[src/rtl/exec_pkg.sv]
package exec_pkg;

    typedef enum logic [3:0] {
        ALU_ADD = 4'd0,
        ALU_SUB = 4'd1,
        ALU_AND = 4'd2,
        ALU_XOR = 4'd3
    } alu_fn_e;

    typedef enum logic [3:0] {
        JC_ALWAYS = 4'd0,
        JC_LE     = 4'd1,
        JC_LT     = 4'd2,
        JC_EQ     = 4'd3,
        JC_NE     = 4'd4,
        JC_GE     = 4'd5,
        JC_GT     = 4'd6
    } jmp_fn_e;

    typedef struct packed {
        logic of;
        logic sf;
        logic zf;
    } cc_t;

    localparam cc_t CC_RESET = '{of: 1'b0, sf: 1'b0, zf: 1'b1};

    typedef enum logic [1:0] {
        CC_LOAD_RESET,
        CC_LOAD_UPDATE,
        CC_LOAD_HOLD
    } cc_action_e;

endpackage

[src/rtl/exec_alu.sv]
module exec_alu
    import exec_pkg::*;
#(
    parameter int unsigned DATA_W = 32
) (
    input  logic [DATA_W-1:0] op_a,
    input  logic [DATA_W-1:0] op_b,
    input  logic [3:0]        fn,
    output logic [DATA_W-1:0] res,
    output cc_t               cc_next,
    output logic              op_ok
);
    localparam int unsigned MSB = DATA_W - 1;

    logic [DATA_W-1:0] sum;
    logic [DATA_W-1:0] diff;
    logic              ovf;

    assign sum  = op_b + op_a;
    assign diff = op_b - op_a;

    always_comb begin
        res   = '0;
        ovf   = 1'b0;
        op_ok = 1'b1;
        case (fn)
            ALU_ADD: begin
                res = sum;
                ovf = (op_a[MSB] == op_b[MSB]) && (sum[MSB] != op_b[MSB]);
            end
            ALU_SUB: begin
                res = diff;
                ovf = (op_a[MSB] != op_b[MSB]) && (diff[MSB] != op_b[MSB]);
            end
            ALU_AND: res = op_b & op_a;
            ALU_XOR: res = op_b ^ op_a;
            default: op_ok = 1'b0;
        endcase
    end

    always_comb begin
        cc_next.zf = (res == '0);
        cc_next.sf = res[MSB];
        cc_next.of = ovf;
    end

endmodule

[src/rtl/exec_ccreg.sv]
module exec_ccreg
    import exec_pkg::*;
(
    input  logic clk,
    input  logic rst,
    input  logic wr_en,
    input  logic op_ok,
    input  cc_t  cc_in,
    output cc_t  cc_q
);
    cc_action_e action;

    always_comb begin
        if (rst)
            action = CC_LOAD_RESET;
        else if (wr_en && op_ok)
            action = CC_LOAD_UPDATE;
        else
            action = CC_LOAD_HOLD;
    end

    always_ff @(posedge clk) begin
        unique case (action)
            CC_LOAD_RESET:  cc_q <= CC_RESET;
            CC_LOAD_UPDATE: cc_q <= cc_in;
            CC_LOAD_HOLD:   cc_q <= cc_q;
            default:        cc_q <= cc_q;
        endcase
    end


    cc_hold_chk: assert property (@(posedge clk) disable iff (rst)
        ($past(!rst && !wr_en)) |-> $stable(cc_q));


    cc_reset_val_chk: assert property (@(posedge clk) disable iff (rst)
        $past(rst) |-> (cc_q.zf && !cc_q.sf && !cc_q.of));

endmodule

[src/rtl/exec_branch.sv]
module exec_branch
    import exec_pkg::*;
(
    input  logic [3:0] jfn,
    input  cc_t        cc,
    output logic       taken
);
    logic lt;

    assign lt = cc.sf ^ cc.of;

    always_comb begin
        case (jfn)
            JC_ALWAYS: taken = 1'b1;
            JC_LE:     taken = lt | cc.zf;
            JC_LT:     taken = lt;
            JC_EQ:     taken = cc.zf;
            JC_NE:     taken = ~cc.zf;
            JC_GE:     taken = ~lt;
            JC_GT:     taken = ~lt & ~cc.zf;
            default:   taken = 1'b0;
        endcase
    end

endmodule

[src/rtl/exec_stage.sv]
module exec_stage
    import exec_pkg::*;
#(
    parameter int unsigned DATA_W = 32
) (
    input  logic              clk,
    input  logic              rst,
    input  logic [DATA_W-1:0] op_a,
    input  logic [DATA_W-1:0] op_b,
    input  logic [3:0]        alu_fn,
    input  logic              cc_wr_en,
    input  logic [3:0]        jmp_fn,
    output logic [DATA_W-1:0] alu_res,
    output logic              cc_zf,
    output logic              cc_sf,
    output logic              cc_of,
    output logic              br_taken
);
    cc_t  cc_next;
    cc_t  cc_q;
    logic op_ok;

    exec_alu #(.DATA_W(DATA_W)) alu_i (
        .op_a    (op_a),
        .op_b    (op_b),
        .fn      (alu_fn),
        .res     (alu_res),
        .cc_next (cc_next),
        .op_ok   (op_ok)
    );

    exec_ccreg ccreg_i (
        .clk   (clk),
        .rst   (rst),
        .wr_en (cc_wr_en),
        .op_ok (op_ok),
        .cc_in (cc_next),
        .cc_q  (cc_q)
    );

    exec_branch branch_i (
        .jfn   (jmp_fn),
        .cc    (cc_q),
        .taken (br_taken)
    );

    assign cc_zf = cc_q.zf;
    assign cc_sf = cc_q.sf;
    assign cc_of = cc_q.of;


    bad_fn_res_chk: assert property (@(posedge clk) disable iff (rst)
        (alu_fn > 4'd3) |-> (alu_res == '0));


    bad_fn_cc_chk: assert property (@(posedge clk) disable iff (rst)
        $past(!rst && alu_fn > 4'd3) |-> $stable(cc_q));


    logic_of_clr_chk: assert property (@(posedge clk) disable iff (rst)
        $past(!rst && cc_wr_en && (alu_fn == 4'd2 || alu_fn == 4'd3)) |-> !cc_of);


    eq_follows_zf_chk: assert property (@(posedge clk) disable iff (rst)
        (jmp_fn == 4'd3) |-> (br_taken == cc_zf));


    undef_jmp_chk: assert property (@(posedge clk) disable iff (rst)
        (jmp_fn > 4'd6) |-> !br_taken);

endmodule

[config.mk]
export PLATFORM = sky130hd
export DESIGN_NAME = exec_stage
export DESIGN_NICKNAME = d
export VERILOG_FILES = /design/src/rtl/exec_pkg.sv /design/src/rtl/exec_alu.sv /design/src/rtl/exec_ccreg.sv /design/src/rtl/exec_branch.sv /design/src/rtl/exec_stage.sv
export SDC_FILE = /design/constraint.sdc
export NUM_CORES = 1
export LEC_CHECK = 0
export ABC_AREA = 1
export BUFFER_PORTS_ARGS = -buffer_cell sky130_fd_sc_hd__buf_2
export CORE_MARGIN = 2
export CORE_UTILIZATION = 29
export DETAILED_ROUTE_END_ITERATION = 8
export GPL_ROUTABILITY_DRIVEN = 0
export GPL_TIMING_DRIVEN = 0
export PLACE_DENSITY = 0.44
export SLEW_MARGIN = 30
export SYNTH_ARGS = -nofsm -noshare
export SYNTH_HDL_FRONTEND = slang
export SYNTH_HIERARCHICAL = 1
export SYNTH_SLANG_ARGS = --single-unit
[constraint.sdc]
create_clock -name clk -period 7.7 [get_ports clk]
set_clock_uncertainty 0.2 [all_clocks]
set_input_delay 1.155 -clock clk [delete_from_list [all_inputs] [get_ports clk]]
set_output_delay 1.155 -clock clk [all_outputs]
set_load 0.01 [all_outputs]
-- Word level (Yosys, flattened, before mapping)
Cells that the tools add are included.
- add/subtract/negate cells: 2
- equal/unequal tests: 14
- mux-type cells: 7
- bitwise gates (word level): 7
- reduce and logical (&&, ||, !) cells: 9
- operator list (kind ; number):
    32-bit one-hot mux with 4 select lines ; 1
    32-bit adder ; 1
    32-bit bitwise AND ; 1
    32-bit zero test ; 1
    32-bit subtractor ; 1
    32-bit bitwise XOR ; 1
    4-bit by 2-bit == test with 1-bit output, second input constant ; 4
    4-bit by 3-bit == test with 1-bit output, second input constant ; 3
    4-bit by 1-bit == test with 1-bit output, second input constant ; 2
    4-bit zero test ; 2
    1-bit one-hot mux with 7 select lines ; 1
    3-bit one-hot mux with 2 select lines ; 1
    2-bit two-way mux ; 2
    4-bit OR reduction ; 1
    1-bit logical AND ; 3
    1-bit != test ; 3
    2-bit by 1-bit == test with 1-bit output, second input constant ; 1
    2-bit zero test ; 1
    1-bit NOT ; 2
    1-bit one-hot mux with 2 select lines ; 1
    2-bit nonzero test ; 1
    1-bit bitwise AND ; 1
    1-bit == test ; 1
    1-bit two-way mux ; 1
    2 further kinds ; 2
- register bits: 3
- input bits: 75
- word-level logic and storage cells: 42

-- Longest topological paths before layout
Gate-level depths: netlist of the first run.
- depth after elaboration: 8
- mapped depth: 22
- mapped depth without buffers: 22

-- Modules after synthesis
Netlist of the first run, hierarchy kept.
- by module, submodules not included (module ; instances ; cells each ; area an instance (um^2) ; seq. area each (um^2)):
    exec_alu ; 1 ; 1178 ; 6233.5 ; 0.0
    exec_ccreg ; 1 ; 13 ; 136.4 ; 90.1
    exec_branch ; 1 ; 23 ; 95.1 ; 0.0

-- Least setup slack after synthesis of the first run
OpenSTA, ideal clock, no wires.
- path type: input-to-output
- from: input op_b[0]
- to: output alu_res[28]
- arrival: 2.735 ns
- data required time: 6.345 ns
- setup slack: 3.610 ns
- cell stages on the path: 17
- buffers on the path: 0
- cells stage by stage: inv_1 -> ha_1 -> fa_1 -> inv_1 -> nand3_2 -> nand2_1 -> nand2_1 -> nand2_2 -> nand2_1 -> nand2_2 -> nand2_1 -> nand2_1 -> nand2_1 -> nand3_1 -> nand2_1 -> nor2_1 -> inv_1
- longest elaborated chain between the ends: 2
- ends and longest elaborated chain (what ; RTL line ; RTL):
    start, declared ; exec_stage.sv:9 ; input logic [DATA_W-1:0] op_b,
    32-bit subtractor / 32-bit adder (equally long branches) ; exec_alu.sv:20, exec_alu.sv:19 ;
    32-bit one-hot mux with 4 select lines (*) ; exec_alu.sv:26 ; case (fn)
    end, declared ; exec_stage.sv:13 ; output logic [DATA_W-1:0] alu_res,
Mark *: on every way between the ends. The rest lies on a longest branch, timed or not.

-- Worst setup path in the final report of the first run
Same ends and word-level chain as after synthesis.

==> results.json, run 1 <==
{
  "status": "finished clean",
  "layoutNonFillerInstCount": 1608,
  "clock.fmax_mhz": 198,
  "hp-start": "cc_wr_en",
  "period_minus_slack_ns": 5.06,
  "final_max_slew_viol_count": 0,
  "leakagePower_nw": 4.33,
  "initial_core_util_pct": 29.6,
  "vias_per_cell": 4.81,
  "postCtsHoldBufs": 0,
  "slew_headroom_pct": 43.8,
  "cpPeakStageDelay_ns": 0.41,
  "cts_tree": "built",
  "rows": 54,
  "ys_warn_count": 6,
  "synth_flop_cell": "edfxtp_1",
  "maxCapViolations": 0,
  "synthTopCellsByCount": "nand2_1 (356), inv_1 (225), nand3_1 (138)",
  "largest_register_ffs": 3,
  "min_path_cells": 2,
  "hpwlAfterDp_um": 22200,
  "peakVddDrop_v": 0.0000438,
  "synthesis.area_sq_um": 6460,
  "pre_cts_ws_ns": 2.72,
  "yosysMostFrequentCell": "nand2_1",
  "largest_registers": "ccreg_i/cc_q (3)",
  "synth_top_family_by_area": "simple AND/OR/NAND/NOR gates",
  "dieArea_sq_um": 23500,
  "wl_um": 25400,
  "cpMaxStageDelayCell": "fa_1",
  "wl_per_cell_um": 15.8,
  "antenna_found_initial": 0,
  "min_path_type": "in2reg",
  "post_cts_buffers": 0,
  "port_buffers": 110,
  "drive_above_1_share_pct": 22.2,
  "timing.setup.tns_ns": 0,
  "top_register": "ccreg_i/cc_q",
  "synth_edf_count": 3,
  "synth_top_area_share_pct": 20.7,
  "fin_nets": 1470,
  "first_global_vias": 7271,
  "grt_usage_pct": 21.0,
  "worstPathMaxFanout": 4,
  "io_pins": 111,
  "yosysSeqAreaShare_pct": 1.39,
  "core-area_sq_um": 21800,
  "required_ns": 6.34,
  "path_cells": "buf_2, inv_1, ha_1, fa_1, inv_1, nand3_2, nand2_1, nand2_1, nand2_2, nand2_1, nand2_2, nand2_1, nand2_1, nand2_1, nand3_1, nand2_1, nor2_1, inv_1, buf_2",
  "overflow": 0,
  "cts-buffers-inserted": 3,
  "drtIter0Drc": 680,
  "wl_met2_um": 11000,
  "worstSetupPathType": "in2out",
  "ys_async_sr_fraction_pct": 0,
  "pwr_density_cell_nw_per_um2": 85.7,
  "post-route-period-util_pct": 65.7,
  "critPathLaunchType": "input pin",
  "syn_avg_cell_area_sq_um": 5.33,
  "cp_common_cell": "nand2_1",
  "grt_max_degree": 11,
  "areaGrowthSynthToFinish_pct": 15.2,
  "highest_layer": "met4",
  "tightestPinTransition_ns": 0.844,
  "crit_path_end_kind": "primary output",
  "drc": 0,
  "fin_ws_ns": 2.64,
  "synth_compound_area_share_pct": 11.8,
  "ys_types": 41,
  "synth_area_leader_cell": "nand2_1",
  "synthMuxAreaShare_pct": 0,
  "grt_pass1_wl_um": 39200,
  "arrival_ns": 3.71,
  "yosys_register_bits": 3,
  "min_to": "ccreg_i/cc_q[0]",
  "die_width_um": 153,
  "antennaDiodeCount": 0,
  "htree_levels": 1,
  "rsz0062_at_grt": "no",
  "drtPass1Iterations": 5,
  "cts_buffer_depth": 2,
  "root_buffer": "clkbuf_16",
  "setup_violations": 0,
  "power_w": 0.000638,
  "synthCells": 1214,
  "synth_area_leaders": "nand2_1 (21%), inv_1 (13%), ha_1 (12%), nand3_1 (11%), nor2_1 (5.3%)",
  "clk_pin_slew_ns": 0.03,
  "place_inst": 1604,
  "route.vias.total": 7741,
  "cts.sinks": 3,
  "synth_fa_ha_area_share_pct": 13.0,
  "synth-simple-area-share_pct": 53.6,
  "hold_viol_final": 0,
  "ant_nets": 0,
  "synthXorXnorAreaFrac_pct": 0.271,
  "synth_nets": 1355,
  "cts_resized": 0,
  "wl_met1_um": 12700,
  "dr_wl_met3_um": 1300,
  "die_y_um": 153
}
power breakdown:
group / internal, W / total, W / switching (W) / leakage, nW
sequential: 0.0000194 / 0.0000201 / 0.000000736 / 0.0295
clock: 0.0000686 / 0.0000857 / 0.0000171 / 0.0382
combinational: 0.000177 / 0.000532 / 0.000355 / 4.26
total: 0.000265 / 0.000638 / 0.000373 / 4.33
final cells by class:
class	instances	area (sq um)
timing repair buffer	110	551
clock buffer	4	78.8
tap	280	350
sequential	3	90.1
buffer	41	328
inverter	256	963
multi-input combinational	914	5080
fill	2591	14400
cell families (layout without fill, tap and decap cells):
logic type	after synthesis	count (layout)
and+or+nand+nor	722	722
buffers and inverters	297	411
AOI/OAI and AO/OA	124	124
adders and majority gates	66	66
DFF	3	3
xor gates and xnor gates	2	2
worst max-delay path: cells and delay by family:
kind / cells / cell delay, ns
adders and majority gates: 2 / 0.60
and+or+nand+nor: 12 / 1.40
buffers and inverters: 5 / 0.56
worst max path at each step:
stage               depth (start not counted)    start          end  slack, ns
global route                               19  op_b[0]  alu_res[28]       2.53
floorplan                                  17  op_b[0]  alu_res[28]       3.61
detailed placement                         19  op_b[0]  alu_res[28]       2.72
global placement                           18  op_a[0]  alu_res[28]       2.71
finish                                     19  op_b[0]  alu_res[28]       2.64
CTS                                        19  op_b[0]  alu_res[28]       2.71
layout by cell type, fill, tap and decap left out, types with 2 or more instances in the layout:
master,count
a21oi_1,39
o22ai_1,25
nand2_2,27
buf_2,123
nand3b_1,13
buf_4,10
buf_6,16
nor2_8,2
a21oi_2,14
nand3_2,18
nor2_1,91
o21ai_0,21
nand2_4,3
nor2_4,10
nand2_1,356
fa_1,2
nor2_2,28
nand4_1,20
edfxtp_1,3
inv_1,225
ha_1,64
o21ai_1,7
inv_2,29
o21ai_2,2
clkbuf_16,3
nand3b_4,2
o211ai_1,2
nand3_1,138
xor2_1,2
nor3_1,5
o21bai_1,11
nor3_2,4
clkbuf_1,3
and2_1,2
stage by stage:
| stage | utilization [%] | instance area, sq um | hold WS [ns] |
|---|---|---|---|
| 6_report | 34.1 | 7440 | 1.03 |
| 5_1_grt | 34.1 | 7440 | 1.04 |
| 4_1_cts | 34.1 | 7440 | 1.03 |
| 3_5_place_dp | 33.8 | 7370 | 1.26 |
| 3_3_place_gp | 33.8 | 7370 | 1.26 |
| 2_1_floorplan | - | 6460 | 1.12 |
routing by layer:
metal	track usage (%)	up-vias
met2	33.8	212
li1	-	4022
met3	1.39	27
met4	3.75	0
met5	0	-
met1	30.9	3480
(Power assumes the default switching activity.)
==> run 2, diff against run 1 <==
--- a/config.mk
+++ b/config.mk
@@ -5,14 +5,14 @@
 export SDC_FILE = /design/constraint.sdc
 export NUM_CORES = 1
 export LEC_CHECK = 0
-export ABC_AREA = 1
+export ABC_AREA = 0
 export BUFFER_PORTS_ARGS = -buffer_cell sky130_fd_sc_hd__buf_2
 export CORE_MARGIN = 2
 export CORE_UTILIZATION = 29
 export DETAILED_ROUTE_END_ITERATION = 8
 export GPL_ROUTABILITY_DRIVEN = 0
 export GPL_TIMING_DRIVEN = 0
-export PLACE_DENSITY = 0.44
+export PLACE_DENSITY = 0.47
 export SLEW_MARGIN = 30
 export SYNTH_ARGS = -nofsm -noshare
 export SYNTH_HDL_FRONTEND = slang
==> constraint.sdc (replaced) <==
create_clock -name clk -period 4.3 [get_ports clk]
set_clock_uncertainty 0.2 [all_clocks]
set_input_delay 0.645 -clock clk [delete_from_list [all_inputs] [get_ports clk]]
set_output_delay 0.645 -clock clk [all_outputs]
set_load 0.01 [all_outputs]
==> run 2 against run 1 <==
Effect of this change:
- the flow now finishes with violations (setup timing)
- area after synthesis is 25% lower
- worst setup slack got worse by 3.5 ns
- non-clock buffer count increased by 35
- sequential power is 80% higher
- global-route usage grew 2.2 points
- utilization increased by 8.9 points
- largest power group unchanged
==> results.json, run 2 <==
{
  "status": "finished with violations",
  "violations": "setup timing",
  "required_ns": 4.17,
  "cts_buffer_depth": 2,
  "ys_types": 87,
  "synth_edf_count": 3,
  "fin_nets": 1032,
  "timing.setup.tns_ns": -1.65,
  "areaGrowthSynthToFinish_pct": 45.8,
  "vias_per_cell": 5.92,
  "layout_commonest_cell": "buf_2",
  "dieArea_sq_um": 17800,
  "die_width_um": 134,
  "wl_um": 22200,
  "synth_compound_area_share_pct": 39.1,
  "crit_path_end": "ccreg_i/cc_q[0]",
  "clock.fmax_mhz": 193,
  "cts_tree": "built",
  "cpPeakStageDelay_ns": 0.53,
  "period_minus_slack_ns": 5.19,
  "synth_fa_ha_area_share_pct": 17.3,
  "htree_levels": 1,
  "yosys_register_bits": 3,
  "port_buffers": 109,
  "ys_async_sr_fraction_pct": 0,
  "final_core_util_pct": 43.0,
  "cts.sinks": 3,
  "root_buffer": "clkbuf_16",
  "clk_pin_slew_ns": 0.03,
  "layout_common_cells": "buf_2 (104), a21oi_1 (66), inv_1 (59), nand2_1 (56), nor2_1 (51)",
  "yosysMostFrequentCell": "a21oi_1",
  "postCtsHoldBufs": 0,
  "synth_top_family_by_area": "compound AO/OA/AOI/OAI gates",
  "worstSetupPathType": "in2reg",
  "first_global_vias": 6132,
  "min_path_type": "in2reg",
  "peakVddDrop_v": 0.000245,
  "layoutNonFillerInstCount": 1110,
  "synth_nets": 884,
  "overflow": 0,
  "fin_ws_ns": -0.888,
  "synth_area_leaders": "ha_1 (16%), a21oi_1 (8.0%), inv_1 (5.1%), o21ai_0 (5.0%), nand2_1 (4.5%)",
  "crit_path_end_kind": "flip-flop",
  "tightestPinTransition_ns": 0.875,
  "largest_register_ffs": 3,
  "ant_nets": 0,
  "synthesis.area_sq_um": 4870,
  "synthCells": 743,
  "synth-simple-area-share_pct": 27.0,
  "ys_warn_count": 6,
  "grt_pass1_wl_um": 33600,
  "post-route-period-util_pct": 121,
  "hold_viol_final": 0,
  "initial_core_util_pct": 29.5,
  "syn_avg_cell_area_sq_um": 6.56,
  "top_register": "ccreg_i/cc_q",
  "synthMuxAreaShare_pct": 1.90,
  "drtIter0Drc": 644,
  "worstSetupStartpoint": "op_b[0]",
  "rsz0062_at_grt": "yes",
  "place_inst": 1072,
  "pwr_density_cell_nw_per_um2": 168,
  "cts-buffers-inserted": 3,
  "antenna_found_initial": 0,
  "path_cells": "buf_8, inv_4, ha_4, fa_2, and2b_4, o22ai_1, a22o_1, a211o_1, or4_4, or4b_4, or4b_4, or4_1, or4_4, nor4_4, nor4b_2, nand4bb_1",
  "synth_top_area_share_pct": 16.4,
  "maxCapViolations": 0,
  "io_pins": 111,
  "core-area_sq_um": 16500,
  "largest_registers": "ccreg_i/cc_q (3)",
  "drive_above_1_share_pct": 33.0,
  "synthXorXnorAreaFrac_pct": 3.78,
  "synthTopCellsByCount": "a21oi_1 (78), inv_1 (66), ha_1 (64)",
  "route.vias.total": 6575,
  "arrival_ns": 5.05,
  "yosysSeqAreaShare_pct": 1.85,
  "wl_per_cell_um": 20.0,
  "synth_flop_cell": "edfxtp_1",
  "grt_usage_pct": 23.3,
  "worstPathMaxFanout": 3,
  "pre_cts_ws_ns": -1.43,
  "rows": 47,
  "crit_family": "simple AND/OR/NAND/NOR gates",
  "cp_num_buf_inv": 2,
  "drc": 0,
  "leakagePower_nw": 2.98,
  "setup_violations": 7,
  "final_max_slew_viol_count": 0,
  "slew_headroom_pct": 41.5,
  "grt_max_degree": 14,
  "critPathLaunchType": "input pin",
  "die_y_um": 134,
  "drtPass1Iterations": 5,
  "hpwlAfterDp_um": 16700,
  "synth_area_leader_cell": "ha_1",
  "cpMaxStageDelayCell": "or4_4",
  "antennaDiodeCount": 0,
  "nFillCells": 1779,
  "whs_ns": 0.552,
  "path_depth": 16
}
## run 2: changes by cell type in the layout (fill, tap and decap cells not counted), sizes merged, moves of 22 or more
cell,before,now
nor2,131,55
a21oi,54,78
nand3,157,23
nand2,387,59
inv,255,68
o22ai,25,3
o21ai,30,54
## run 2: stage by stage
| stage | cell area (sq um) | power, W |
|---|---|---|
| after floorplan | 4880 | 0.000549 |
| after detailed placement | 5700 | 0.000794 |
| final | 7100 | 0.00120 |
| after global routing | 7100 | 0.00127 |
| after global placement | 5700 | 0.000797 |
| after CTS | 6600 | 0.00108 |
## run 2: cell type report
| cell class | count | area, sq um | share of cell area (%) |
|---|---|---|---|
| Sequential cell | 3 | 90.1 | 1.27 |
| Buffer | 36 | 219 | 3.08 |
| Timing Repair Buffer | 150 | 962 | 13.5 |
| Multi-Input combinational cell | 627 | 5200 | 73.2 |
| Tap cell | 220 | 275 | 3.88 |
| Clock buffer | 4 | 78.8 | 1.11 |
| Inverter | 70 | 279 | 3.93 |
## run 2: kinds of logic (layout without fill, tap and decap cells)
family / after synthesis / count (layout)
AOI/OAI and AO/OA: 284 / 284
xor gates and xnor gates: 21 / 21
and+or+nand+nor: 248 / 248
muxes: 8 / 8
buffers and inverters: 113 / 260
adders and majority gates: 66 / 66
DFF: 3 / 3
## run 2: power by group
part	switching [W]	internal [W]	total [W]
Combinational	0.000594	0.000419	0.00101
Sequential	0.00000144	0.0000347	0.0000361
Clock	0.0000242	0.000122	0.000146
## run 2: worst min path at each step
stage | depth (start not counted) | endpoint | startpoint | slack, ns
final | 2 | ccreg_i/cc_q[0] | cc_wr_en | 0.55
after global routing | 2 | ccreg_i/cc_q[0] | cc_wr_en | 0.55
after CTS | 2 | ccreg_i/cc_q[0] | cc_wr_en | 0.54
after detailed placement | 2 | ccreg_i/cc_q[0] | cc_wr_en | 0.77
after global placement | 2 | ccreg_i/cc_q[0] | cc_wr_en | 0.76
after floorplan | 1 | ccreg_i/cc_q[0] | cc_wr_en | 0.62
## run 2: per-layer routing
metal	GRT usage (%)	part of all wire, %	vias up
met1	32.1	45	3090
met3	2.32	6.8	52
met2	38.2	45	310
met4	6.91	3.1	0
met5	0	0	-
li1	-	-	3123
## run 2: what timing repair did
item,in CTS,in global routing
endpoints found under the setup margin,18,14
resized for setup,146,90
pin swaps,33,37
setup buffers,24,21
==> run 3, diff against run 2 <==
--- a/config.mk
+++ b/config.mk
@@ -7,12 +7,14 @@
 export LEC_CHECK = 0
 export ABC_AREA = 0
 export BUFFER_PORTS_ARGS = -buffer_cell sky130_fd_sc_hd__buf_2
-export CORE_MARGIN = 2
+export CORE_MARGIN = 3
 export CORE_UTILIZATION = 29
 export DETAILED_ROUTE_END_ITERATION = 8
 export GPL_ROUTABILITY_DRIVEN = 0
 export GPL_TIMING_DRIVEN = 0
+export HOLD_SLACK_MARGIN = 0.05
 export PLACE_DENSITY = 0.47
+export RECOVER_POWER = 25
 export SLEW_MARGIN = 30
 export SYNTH_ARGS = -nofsm -noshare
 export SYNTH_HDL_FRONTEND = slang
==> run 3 against run 2 <==
Effect of this change:
- the run still ends with setup timing left
- sequential power is essentially flat
- clock-buffer cell count is the same
- design area shrank 1.7%
- hold slack gained 0.0020 ns
- clock power is essentially flat
- first-iteration DRC count shrank 18%
- sequential share of layout area is essentially flat
- utilization grew 0.18 points
- wire length grew 0.57%
- critical path depth is the same
- critical path type unchanged
==> results.json, run 3 (same netlist as run 2, synthesis figures left out) <==
{
  "violations": "setup timing",
  "route.vias.total": 6622,
  "core-area_sq_um": 16200,
  "cts-buffers-inserted": 3,
  "postCtsHoldBufs": 0,
  "final_core_util_pct": 43.2,
  "cts.sinks": 3,
  "timing.setup.tns_ns": -3.03,
  "rsz0062_at_grt": "yes",
  "grt_usage_pct": 22.8,
  "leakagePower_nw": 2.97,
  "die_width_um": 136,
  "sw_frac_of_total_pct": 52.1,
  "pwr-share-comb_pct": 84.3,
  "antennaDiodeCount": 0,
  "setup_violations": 9,
  "port_buffers": 109,
  "clkPwrFrac_pct": 12.6,
  "ant_nets": 0,
  "tightestPinTransition_ns": 0.812,
  "use_met3_pct": 2.93,
  "wl_um": 22300,
  "antenna_found_initial": 0,
  "grt_pass1_wl_um": 33900,
  "final_max_slew_viol_count": 0,
  "post-route-period-util_pct": 123,
  "maxCapViolations": 0,
  "worstPathMaxFanout": 2,
  "grtUsageMet1_pct": 31.5,
  "cts_tree": "built",
  "cts_buffer_depth": 2,
  "grt-busiest-layer": "met2",
  "status": "finished with violations",
  "root_buffer": "clkbuf_16",
  "met2_usage_pct": 36.9,
  "worstSetupPathType": "in2reg",
  "hold_viol_final": 0,
  "critPathLaunchType": "input pin",
  "hpwlAfterDp_um": 16900,
  "top_register": "ccreg_i/cc_q",
  "fin_nets": 1036,
  "fin_ws_ns": -0.986,
  "dieArea_sq_um": 18400,
  "peakVddDrop_v": 0.000145,
  "layout_common_cells": "buf_2 (104), a21oi_1 (66), inv_1 (58), nand2_1 (55), ha_1 (52)",
  "initial_core_util_pct": 30.1,
  "drtPass1Iterations": 5,
  "layout_commonest_cell": "buf_2",
  "die_y_um": 136,
  "clock.fmax_mhz": 189,
  "p_switching_w": 0.000610,
  "io_pins": 111,
  "arrival_ns": 5.15,
  "grt_max_degree": 14,
  "clk_pin_slew_ns": 0.03,
  "required_ns": 4.17,
  "htree_levels": 1,
  "crit_path_end_kind": "flip-flop",
  "slew_headroom_pct": 45.9,
  "overflow": 0,
  "pwr_density_cell_nw_per_um2": 168,
  "drive_above_1_share_pct": 32.2,
  "drtIter0Drc": 531,
  "pwr-share-seq_pct": 3.1,
  "areaGrowthSynthToFinish_pct": 43.3,
  "min_path_type": "in2reg",
  "power.internal_w": 0.000560,
  "rows": 46,
  "vias_per_cell": 5.97,
  "first_global_vias": 6233,
  "largest_registers": "ccreg_i/cc_q (3)",
  "drc": 0,
  "wl_per_cell_um": 20.1,
  "largest_register_ffs": 3,
  "period_minus_slack_ns": 5.29
}
## run 3: changes by cell type in the layout (fill, tap and decap cells not counted), sizes merged
cell	delta
buf	-2
clkbuf	+6
## run 3: per-layer routing
layer,part of all wire (%),wire length (um)
met5,0,0
met4,2.8,623
met3,7.5,1690
met2,45,10100
met1,44,9910
## run 3: through the flow
stage	hold slack (ns)	instance area (sq um)	worst slack (ns)	instances	total power, W
after detailed placement	0.773	5700	-1.63	1068	0.000794
after global placement	0.756	5690	-1.65	1068	0.000800
after CTS	0.546	6560	-1.02	1096	0.00108
final	0.554	6980	-0.986	1110	0.00117
after floorplan	0.621	4880	-0.827	743	0.000549
after global routing	0.550	6980	-1.12	1110	0.00125
## run 3: worst paths after layout
check     start         endpoint  slack, ns  cells after the start
max     op_b[0]  ccreg_i/cc_q[0]      -0.99                     16
min    cc_wr_en  ccreg_i/cc_q[0]       0.55                      2
## run 3: timing repair
item | 4_1_cts | 5_1_grt
setup endpoints to repair | 17 | 16
resized for setup | 130 | 85
setup buffers | 28 | 25
gates cloned | 0 | 0
pin swaps | 28 | 33
## run 3: cell type report
class                   count  area, sq um
plain buffers              37          201
clock buffers               4         78.8
fillers                  1690         9190
inverters                  70          272
multi-input cells         627         5060
flip-flops and latches      3         90.1
well taps                 216          270
repair buffers            153         1010
## run 3: critical path, cell delays in order
cell and delay [ns]:
buf_8 0.08, inv_2 0.03, ha_2 0.17, fa_2 0.34
and2b_4 0.26, o22ai_1 0.07, a22o_1 0.21, a211o_1 0.31
or4_4 0.43, or4b_4 0.50, or4b_4 0.55, or4_4 0.44
or4_4 0.53, nor4_4 0.17, nor4b_4 0.25, nand4bb_1 0.16
## run 3: power groups by stage
stage                     Clock (W)  Sequential, W  Combinational (W)
final                      0.000147      0.0000363           0.000986
after detailed placement          0      0.0000366           0.000757
after global routing       0.000151      0.0000365            0.00106
after floorplan                   0      0.0000375           0.000511
after global placement            0      0.0000365           0.000763
after CTS                  0.000150      0.0000363           0.000889
